--- src/rtl/sqr_pkg.sv ---
package sqr_pkg;
  localparam int SQR_DW = 8;

  typedef struct packed {
    logic [SQR_DW-1:0] data;
    logic              pe;
    logic              fe;
    logic              brk;
  } sqr_entry_t;

  typedef enum logic [2:0] {
    S_HUNT, S_START, S_DATA, S_PAR, S_STOP, S_BRKW, S_RESYNC
  } sqr_state_t;
endpackage

--- src/rtl/sqr_sampler.sv ---
module sqr_sampler
  import sqr_pkg::*;
#(
  parameter int OS = 16
) (
  input  logic       clk,
  input  logic       rst_n,
  input  logic       clr,
  input  logic       tick,
  input  logic       rxd,
  input  logic       en,
  input  logic [1:0] cfg_len,
  input  logic       par_en,
  input  logic       par_odd,
  output logic       start_ok,
  output logic       done,
  output sqr_entry_t ent
);
  localparam int CW      = $clog2(OS);
  localparam int HALF    = OS / 2;
  localparam int IW      = $clog2(SQR_DW);
  localparam int MIN_LEN = SQR_DW - 3;

  sqr_state_t      state;
  logic [CW-1:0]   cnt;
  logic [IW-1:0]   idx;
  logic [IW-1:0]   last_idx;
  logic [SQR_DW-1:0] shreg;
  logic            prev, any1, par_acc, pbit;

  assign last_idx = IW'(MIN_LEN - 1) + IW'(cfg_len);

  always_ff @(posedge clk or negedge rst_n) begin
    if (!rst_n) begin
      state <= S_HUNT; cnt <= '0; idx <= '0; shreg <= '0;
      prev <= 1'b1; any1 <= 1'b0; par_acc <= 1'b0; pbit <= 1'b0;
      start_ok <= 1'b0; done <= 1'b0; ent <= '0;
    end else begin
      start_ok <= 1'b0;
      done     <= 1'b0;
      if (clr) begin
        state <= S_HUNT; cnt <= '0; prev <= 1'b1;
      end else if (tick) begin
        prev <= rxd;
        unique case (state)
          S_HUNT: if (en && prev && !rxd) begin
            state <= S_START; cnt <= '0;
          end
          S_START: if (cnt == CW'(HALF - 2)) begin
            if (!rxd) begin
              state <= S_DATA; cnt <= '0; idx <= '0; shreg <= '0;
              any1 <= 1'b0; par_acc <= 1'b0; pbit <= 1'b0;
              start_ok <= 1'b1;
            end else begin
              state <= S_HUNT;
            end
          end else cnt <= cnt + 1'b1;
          S_DATA: if (cnt == CW'(OS - 1)) begin
            cnt <= '0;
            shreg[idx] <= rxd;
            any1 <= any1 | rxd;
            par_acc <= par_acc ^ rxd;
            if (idx == last_idx) state <= par_en ? S_PAR : S_STOP;
            else idx <= idx + 1'b1;
          end else cnt <= cnt + 1'b1;
          S_PAR: if (cnt == CW'(OS - 1)) begin
            cnt <= '0; pbit <= rxd; any1 <= any1 | rxd; state <= S_STOP;
          end else cnt <= cnt + 1'b1;
          S_STOP: if (cnt == CW'(OS - 1)) begin
            cnt       <= '0;
            done      <= 1'b1;
            ent.data  <= shreg;
            ent.fe    <= !rxd;
            ent.brk   <= !rxd && !any1;
            ent.pe    <= par_en && (rxd || any1) && (par_acc ^ pbit ^ par_odd);
            if (rxd)       state <= S_HUNT;
            else if (any1) state <= S_RESYNC;
            else           state <= S_BRKW;
          end else cnt <= cnt + 1'b1;
          S_BRKW: if (rxd) begin
            if (cnt == CW'(HALF - 1)) state <= S_HUNT;
            else cnt <= cnt + 1'b1;
          end else cnt <= '0;
          S_RESYNC: if (cnt == CW'(HALF - 1)) begin
            cnt <= '0;
            state <= (!rxd && en) ? S_START : S_HUNT;
          end else cnt <= cnt + 1'b1;
          default: state <= S_HUNT;
        endcase
      end
    end
  end


  start_low_chk: assert property (@(posedge clk) disable iff (!rst_n)
    start_ok |-> $past(!rxd && tick));

  brk_zero_chk: assert property (@(posedge clk) disable iff (!rst_n)
    (done && ent.brk) |-> (ent.data == '0 && ent.fe && !ent.pe));

  done_on_tick_chk: assert property (@(posedge clk) disable iff (!rst_n)
    done |-> $past(tick));
endmodule

--- src/rtl/sqr_fifo.sv ---
module sqr_fifo
  import sqr_pkg::*;
#(
  parameter int DEPTH = 3
) (
  input  logic       clk,
  input  logic       rst_n,
  input  logic       clr,
  input  logic       push,
  input  sqr_entry_t din,
  input  logic       pop,
  output sqr_entry_t dout,
  output logic       empty,
  output logic       full
);
  localparam int PW = (DEPTH > 1) ? $clog2(DEPTH) : 1;
  localparam int NW = $clog2(DEPTH + 1);

  sqr_entry_t     mem [DEPTH];
  logic [PW-1:0]  wp, rp;
  logic [NW-1:0]  count;

  function automatic logic [PW-1:0] nxt(input logic [PW-1:0] p);
    return (p == PW'(DEPTH - 1)) ? '0 : p + 1'b1;
  endfunction

  assign empty = (count == '0);
  assign full  = (count == NW'(DEPTH));
  assign dout  = mem[rp];

  always_ff @(posedge clk or negedge rst_n) begin
    if (!rst_n) begin
      wp <= '0; rp <= '0; count <= '0;
      for (int i = 0; i < DEPTH; i++) mem[i] <= '0;
    end else if (clr) begin
      wp <= '0; rp <= '0; count <= '0;
    end else begin
      if (push) begin
        mem[wp] <= din;
        wp <= nxt(wp);
      end
      if (pop) rp <= nxt(rp);
      if (push && !pop)      count <= count + 1'b1;
      else if (pop && !push) count <= count - 1'b1;
    end
  end


  fifo_overflow_chk: assert property (@(posedge clk) disable iff (!rst_n)
    (push && !clr) |-> (!full || pop));

  fifo_underflow_chk: assert property (@(posedge clk) disable iff (!rst_n)
    pop |-> !empty);

  fifo_count_chk: assert property (@(posedge clk) disable iff (!rst_n)
    count <= NW'(DEPTH));
endmodule

--- src/rtl/serial_rx_queue.sv ---
module serial_rx_queue
  import sqr_pkg::*;
#(
  parameter int DEPTH = 3,
  parameter int OS    = 16
) (
  input  logic              clk,
  input  logic              rst_n,
  input  logic              tick16,
  input  logic              rxd,
  input  logic [1:0]        cfg_len,
  input  logic              cfg_par_en,
  input  logic              cfg_par_odd,
  input  logic              cfg_block,
  input  logic              cfg_auto_rts,
  input  logic              cmd_enable,
  input  logic              cmd_disable,
  input  logic              cmd_reset,
  input  logic              cmd_err_clr,
  output logic              rd_valid,
  input  logic              rd_ready,
  output logic [SQR_DW-1:0] rd_data,
  output logic              rd_pe,
  output logic              rd_fe,
  output logic              rd_brk,
  output logic              st_full,
  output logic              st_pe,
  output logic              st_fe,
  output logic              st_brk,
  output logic              st_ovr,
  output logic              rts_n
);
  logic       enabled, start_ok, done, f_empty, f_full, pop, push;
  sqr_entry_t s_ent, head, hold_e, f_in;
  logic       hold_v, acc_pe, acc_fe, acc_brk;

  sqr_sampler #(.OS(OS)) u_samp (
    .clk(clk), .rst_n(rst_n), .clr(cmd_reset), .tick(tick16), .rxd(rxd),
    .en(enabled), .cfg_len(cfg_len), .par_en(cfg_par_en), .par_odd(cfg_par_odd),
    .start_ok(start_ok), .done(done), .ent(s_ent)
  );

  sqr_fifo #(.DEPTH(DEPTH)) u_fifo (
    .clk(clk), .rst_n(rst_n), .clr(cmd_reset), .push(push), .din(f_in),
    .pop(pop), .dout(head), .empty(f_empty), .full(f_full)
  );

  assign rd_valid = !f_empty;
  assign pop      = rd_valid && rd_ready;
  assign rd_data  = head.data;
  assign rd_pe    = head.pe;
  assign rd_fe    = head.fe;
  assign rd_brk   = head.brk;
  assign st_full  = f_full;

  always_comb begin
    if (hold_v) begin
      push = pop;
      f_in = hold_e;
    end else begin
      push = done && (!f_full || pop);
      f_in = s_ent;
    end
  end

  always_ff @(posedge clk or negedge rst_n) begin
    if (!rst_n) begin
      enabled <= 1'b0; hold_v <= 1'b0; hold_e <= '0; st_ovr <= 1'b0;
      acc_pe <= 1'b0; acc_fe <= 1'b0; acc_brk <= 1'b0; rts_n <= 1'b0;
    end else if (cmd_reset) begin
      enabled <= 1'b0; hold_v <= 1'b0; st_ovr <= 1'b0;
      acc_pe <= 1'b0; acc_fe <= 1'b0; acc_brk <= 1'b0; rts_n <= 1'b0;
    end else begin
      if (cmd_enable)       enabled <= 1'b1;
      else if (cmd_disable) enabled <= 1'b0;

      if (hold_v && pop) hold_v <= 1'b0;
      else if (hold_v && start_ok) hold_v <= 1'b0;
      else if (!hold_v && done && f_full && !pop) begin
        hold_v <= 1'b1;
        hold_e <= s_ent;
      end

      if (cmd_err_clr) st_ovr <= 1'b0;
      else if (hold_v && start_ok && !pop) st_ovr <= 1'b1;

      if (cmd_err_clr) begin
        acc_pe <= 1'b0; acc_fe <= 1'b0; acc_brk <= 1'b0;
      end else if (rd_valid) begin
        acc_pe  <= acc_pe  | head.pe;
        acc_fe  <= acc_fe  | head.fe;
        acc_brk <= acc_brk | head.brk;
      end

      if (!cfg_auto_rts)          rts_n <= 1'b0;
      else if (start_ok && f_full) rts_n <= 1'b1;
      else if (!f_full)           rts_n <= 1'b0;
    end
  end

  always_comb begin
    st_pe  = rd_valid && head.pe;
    st_fe  = rd_valid && head.fe;
    st_brk = rd_valid && head.brk;
    if (cfg_block) begin
      st_pe  = st_pe  | acc_pe;
      st_fe  = st_fe  | acc_fe;
      st_brk = st_brk | acc_brk;
    end
  end


  ovr_cause_chk: assert property (@(posedge clk) disable iff (!rst_n)
    $rose(st_ovr) |-> $past(start_ok && hold_v));

  hold_when_full_chk: assert property (@(posedge clk) disable iff (!rst_n)
    hold_v |-> f_full);

  rts_rise_chk: assert property (@(posedge clk) disable iff (!rst_n)
    $rose(rts_n) |-> $past(f_full && cfg_auto_rts));

  head_stable_chk: assert property (@(posedge clk) disable iff (!rst_n)
    ($past(rd_valid && !rd_ready && !cmd_reset)) |-> (rd_valid && $stable(rd_data)));
endmodule

--- config.mk ---
export PLATFORM = sky130hd
export DESIGN_NAME = serial_rx_queue
export DESIGN_NICKNAME = d
export VERILOG_FILES = /design/src/rtl/sqr_pkg.sv /design/src/rtl/sqr_sampler.sv /design/src/rtl/sqr_fifo.sv /design/src/rtl/serial_rx_queue.sv
export SDC_FILE = /design/constraint.sdc
export NUM_CORES = 1
export LEC_CHECK = 0
export CAP_MARGIN = 15
export CELL_PAD_IN_SITES_DETAIL_PLACEMENT = 1
export CELL_PAD_IN_SITES_GLOBAL_PLACEMENT = 2
export CORE_MARGIN = 8
export CORE_UTILIZATION = 38
export CTS_CLUSTER_SIZE = 8
export DETAILED_ROUTE_END_ITERATION = 12
export GPL_TIMING_DRIVEN = 0
export PLACE_DENSITY = 0.84
export SYNTH_ARGS = -nofsm -noshare
export SYNTH_HDL_FRONTEND = slang
export SYNTH_SLANG_ARGS = --single-unit
--- constraint.sdc ---
create_clock -name clk -period 2.5 [get_ports clk]
set_input_delay 0.5 -clock clk [delete_from_list [all_inputs] [get_ports clk]]
set_output_delay 0.5 -clock clk [all_outputs]
set_load 0.1 [all_outputs]
### Yosys cells after proc, flatten, opt, wreduce, memory -nomap -nowiden

Index checks and enable logic that the tools add are counted.

* output and inout port bits: 18
* register bits: 92
* bits of input ports: 15

* bitwise operators: 15
* muxes and demuxes: 101
* reductions and logical operators: 55
* equality and inequality tests: 32
* $lt $le $gt $ge: 5
* add/sub/neg operators: 7

Operators with widths (number)
* two-way mux 3 bit: 17
* two-way mux 1 bit: 45
* two-way mux 11 bit: 4
* two-way mux 4 bit: 9
* bitwise mux 33 bit: 1
* two-way mux 8 bit: 3
* != test 3 x 2 -> 1 bit, second input constant: 8
* binary-select mux 11 bit (select 2 bit): 1
* demux 11 bit (select 2 bit): 1
* logical AND 1 bit: 22
* two-way mux 2 bit: 11
* case mux 3 bit (7 select lines): 1
* case mux 4 bit (5 select lines): 1
* AND reduction 6 bit: 3
* case mux 8 bit (2 select lines): 1
* nonzero test 2 bit: 6
* AND reduction 10 bit: 1
* equality test 3 bit, second input constant: 3
* nonzero test 3 bit: 3
* bitwise mux 8 bit: 1
* equality test 4 x 3 -> 1 bit, second input constant: 2
* != test 2 x 1 -> 1 bit, second input constant: 4
* != test 4 bit, second input constant: 2
* AND reduction 4 bit: 2
* 35 further kinds: 63

### Depth between registers and ports, before layout

* word-level depth: 11
* gate-level depth with buffers: 8

### By module

From an unflattened synthesis, not the netlist that was laid out.

* cell total of the unflattened synthesis: 411
* area, all modules: 4772.1 um2

By module, submodules not included
* sqr_sampler: sequential area each 877.1 um2, times used 1, cells an instance 202, area each 2045.7 um2
* sqr_fifo: sequential area each 975.9 um2, times used 1, cells an instance 141, area each 1809.2 um2
* serial_rx_queue: sequential area each 450.4 um2, times used 1, cells an instance 68, area each 917.1 um2

### Worst setup path after synthesis

Ideal clock, no wire load.

* path kind: register to output
* start point: register u_fifo.rp[1]
* end point: output port st_brk
* required time: 2000 ps
* buffers on the path: 1
* path slack: -1779 ps
* data arrival time: 3779 ps
* stages on the path, launching flop included: 6
* path through: dfrtp_1 clkbuf_1 mux2i_1 o21ai_0 and2_1 a21o_1

* longest elaborated chain between the ends: 7

Ends and longest elaborated chain
* start: declaration: RTL line sqr_fifo.sv:20 `logic [PW-1:0] wp, rp;`
* start signal: assignment: RTL line sqr_fifo.sv:42 `if (pop) rp <= nxt(rp);`
* inverter 2 -> 3 bit (not written as such) *: RTL line sqr_fifo.sv:29 `assign dout = mem[rp];`
* binary-select mux 11 bit (select 2 bit) *: RTL line sqr_fifo.sv:29
* two-way mux 11 bit (not written as such) * (2 in a row): RTL line sqr_fifo.sv:29
* named net rd_brk: RTL line serial_rx_queue.sv:25 `output logic rd_brk,`
* logical AND 1 bit *: RTL line serial_rx_queue.sv:104 `st_brk = rd_valid && head.brk;`
* bitwise OR 1 bit: RTL line serial_rx_queue.sv:108 `st_brk = st_brk | acc_brk;`
* two-way mux 1 bit *: RTL line serial_rx_queue.sv:105 `if (cfg_block) begin`
* end: declaration: RTL line serial_rx_queue.sv:29 `output logic st_brk,`

Mark *: on every way through the listed nets, which the timed path passes. The rest lies on a longest branch. The select of a mux whose other input is x is not followed.

### Final worst setup path

* start point: register u_fifo.count[0]
* end point: output port st_full

* longest elaborated chain between the ends: 1

Ends and longest elaborated chain
* start: declaration: RTL line sqr_fifo.sv:21 `logic [NW-1:0] count;`
* start signal: assignment: RTL line sqr_fifo.sv:43 `if (push && !pop) count <= count + 1'b1;`
* start signal: assignment: RTL line sqr_fifo.sv:44 `else if (pop && !push) count <= count - 1'b1;`
* equality test 2 bit: RTL line sqr_fifo.sv:28 `assign full = (count == NW'(DEPTH));`
* end: declaration: RTL line serial_rx_queue.sv:26 `output logic st_full,`

No other way between the ends.

==> impl_metrics.ini <==
[outcome]
status = completed

[setup_path]
path_class = flip-flop to output port
crit_fanout = 8
slowest_delay_ns = 0.82
crit_chain = nand2_1 -> inv_1 -> clkdlybuf4s15_1
critical_path_required_ns = 2.00
crit_path_start_kind = flip-flop
arrival_ns = 1.92
worstSetupEndpointType = output port
cp_slowest_cell = clkdlybuf4s15_1

[drt]
num_vias = 3582
drt-initial-drc-count = 158
remaining_drc_errors = 0
routed_via_density = 5.51
first_pass_iters = 4
routed_wl_um = 11400
wire_per_inst_um = 17.5
final_antenna_net_count = 0

[layout]
drive_above_1_share_pct = 19.1
seq_area_um2 = 2300
multiInputGateArea_um2 = 2160
nets = 516
synthToLayoutAreaGrowth_pct = 19.4
nFillCells = 1310
n_antenna_cell = 0
final_cell_mix = 90 x dfrtp_1, 62 x nand2_1, 32 x nor2_1, 28 x mux2i_1, 27 x a21oi_1
final_common_cell = dfrtp_1

[global_route]
antenna_found_initial = 0
grt_usage_pct = 15.3
grt_remaining_overflow = 0
grt_pass1_vias = 3841
grt_first_pass_wirelength_um = 19600
grt_max_degree = 54

[clocking]
cts_inserted_buffers = 9
cts.clk_slew.worst_paths_ns = 0.07
htree_levels = 3
insertion_delay_ns = 0.35
post-cts-setup-buffer-count = 0
clkSinkCount = 92
cts_root_buf = clkbuf_16
tritoncts = built
cts_max_path_buffers = 2
cts-hold-fix-buffers = 0

[floorplan]
ioPinCount = 33
core_region_area_um2 = 11900
dieArea_um2 = 15800
fp.dieW_um = 126
rows = 40
start_util_pct = 38.5
die_y_um = 126

[sta]
fmax_mhz = 414
tightest_slew_ns = 0.967
clock_skew_ns = 0.00913
timing.final.crit_share_pct = 96.7
hold_slack_ns = 0.131
slew_violations = 0
rsz0062_at_grt = no
hold_viol = 0
setup_viol = 0
finalSetupTns_ns = 0
min_period_ns = 2.42
setup_ws_ns = 0.0817
relSlewSlack_pct = 35.3

[placed_design]
port_buffers = 31
post-place-ws_ns = -0.940
place_congestion = 0.871
hpwlAfterDp_um = 8170

[power]
vdd_ir_drop_max_mv = 0.306
cellLeakagePower_nw = 2.37
power_density_nw_per_um2 = 691

[yosys]
synth_edf_count = 0
netlist_instances = 455
syn_nets = 473
yosys_warnings = 0
yosysUniqueCellTypes = 60
synthesis.area_um2 = 4560
synth_seq_cells = 92
synth_ff_type = dfrtp_1
yosysTopAreaCell = dfrtp_1
yosys.area.top_type_share_pct = 49.9
synth_area_leaders = dfrtp_1 50%, mux2i_1 6.1%, nand2_1 5.2%
syn_avg_cell_area_um2 = 10.0
async_reset_ff_share_pct = 100
ys_seq_area_share_pct = 50.5

[run]
drv_cap = 0

[hold_path]
hold_path.class = primary input to asynchronous set/reset pin
==> kinds of logic after synthesis <==
kind of cell	after synthesis	synth area share, %
AOI/OAI and AO/OA	117	16.6
xor gates and xnor gates	6	1.15
adders and majority gates	3	0.823
buffers and inverters	38	3.89
DFF	92	50.5
muxes	48	11.1
and+or+nand+nor	151	16.0
==> area by class of cell <==
class                   count  area share [%]
flip-flops and latches     92            42.3
repair buffers             32            5.81
clock buffers              11            4.27
clock inverters             5            1.10
well taps                 147            3.38
plain buffers              28            2.85
multi-input cells         325            39.6
inverters                  10           0.689
==> power breakdown <==
part	leakage (nW)	internal [mW]	switching [mW]
registers	1.24	1.56	0.0675
logic	0.989	0.277	0.486
clock network	0.141	0.782	0.594
total	2.37	2.62	1.15
==> routing by layer <==
| layer | wire (um) | track usage, % | part of all wire (%) | vias up |
|---|---|---|---|---|
| met5 | 0 | 0 | 0 | - |
| met2 | 5670 | 25.9 | 50 | 41 |
| li1 | - | - | - | 1706 |
| met1 | 5240 | 18.5 | 46 | 1825 |
| met4 | 117 | 4.15 | 1.0 | 0 |
| met3 | 369 | 4.63 | 3.2 | 10 |
==> registers in the layout, summed over array words and instances (netlist names), 2 cells and up <==
name          cells
u_fifo.mem       33
hold_e           11
u_samp.ent       11
u_samp.shreg      8
u_samp.cnt        4
u_samp.idx        3
u_samp.state      3
u_fifo.count      2
u_fifo.rp         2
u_fifo.wp         2
==> worst max-delay path, delay by kind of cell (launching register included) <==
kind,cells,cell delay [ns]
and+or+nand+nor,1,0.16
DFF,1,0.48
buffers and inverters,2,0.92
==> metrics by stage <==
step,cell area (um2),instances,power [mW],util [%]
after floorplan,4620,455,2.18,-
after global placement,5120,633,2.39,43.1
after detailed placement,5140,634,2.41,43.3
after CTS,5420,650,3.79,45.7
after global routing,5450,650,3.95,45.9
final,5450,650,3.77,45.9
==> final timing paths <==
kind                       slack [ns]  cells past startpoint              end             from
setup / recovery                 0.08                      3          st_full  u_fifo.count[0]
hold / removal                   0.13                      1   u_fifo.mem[16]            rst_n
setup reg to reg                 0.15                      6  u_samp.state[2]    u_samp.cnt[0]
hold reg to reg                  0.48                      2   u_fifo.mem[16]   u_fifo.mem[16]
max in group asynchronous        1.71                      2   u_samp.ent[10]            rst_n
min in group clk                 0.48                      2   u_fifo.mem[16]   u_fifo.mem[16]
==> synth_stat cells (4+ instances only) <==
| cell type | instances |
|---|---|
| o21a_1 | 4 |
| nor3_1 | 6 |
| nand3_1 | 8 |
| dfrtp_1 | 91 |
| xnor2_1 | 4 |
| nand2_1 | 63 |
| o31ai_1 | 4 |
| o21ai_2 | 10 |
| clkbuf_1 | 11 |
| nand2b_1 | 10 |
| o211ai_1 | 4 |
| nor4_1 | 4 |
| or3_1 | 4 |
| o21ai_0 | 23 |
| mux2i_1 | 28 |
| mux2_2 | 17 |
| a21oi_1 | 27 |
| inv_1 | 10 |
| nor2_1 | 32 |
| buf_2 | 13 |
| o21ai_1 | 15 |
| nand3b_1 | 4 |
| o311ai_0 | 4 |
==> timing repair <==
item	CTS	global route
gates resized for setup	87	7
gates cloned	0	0
endpoints found under the setup margin	16	8
Note: power is estimated with default switching activity, not from simulation.
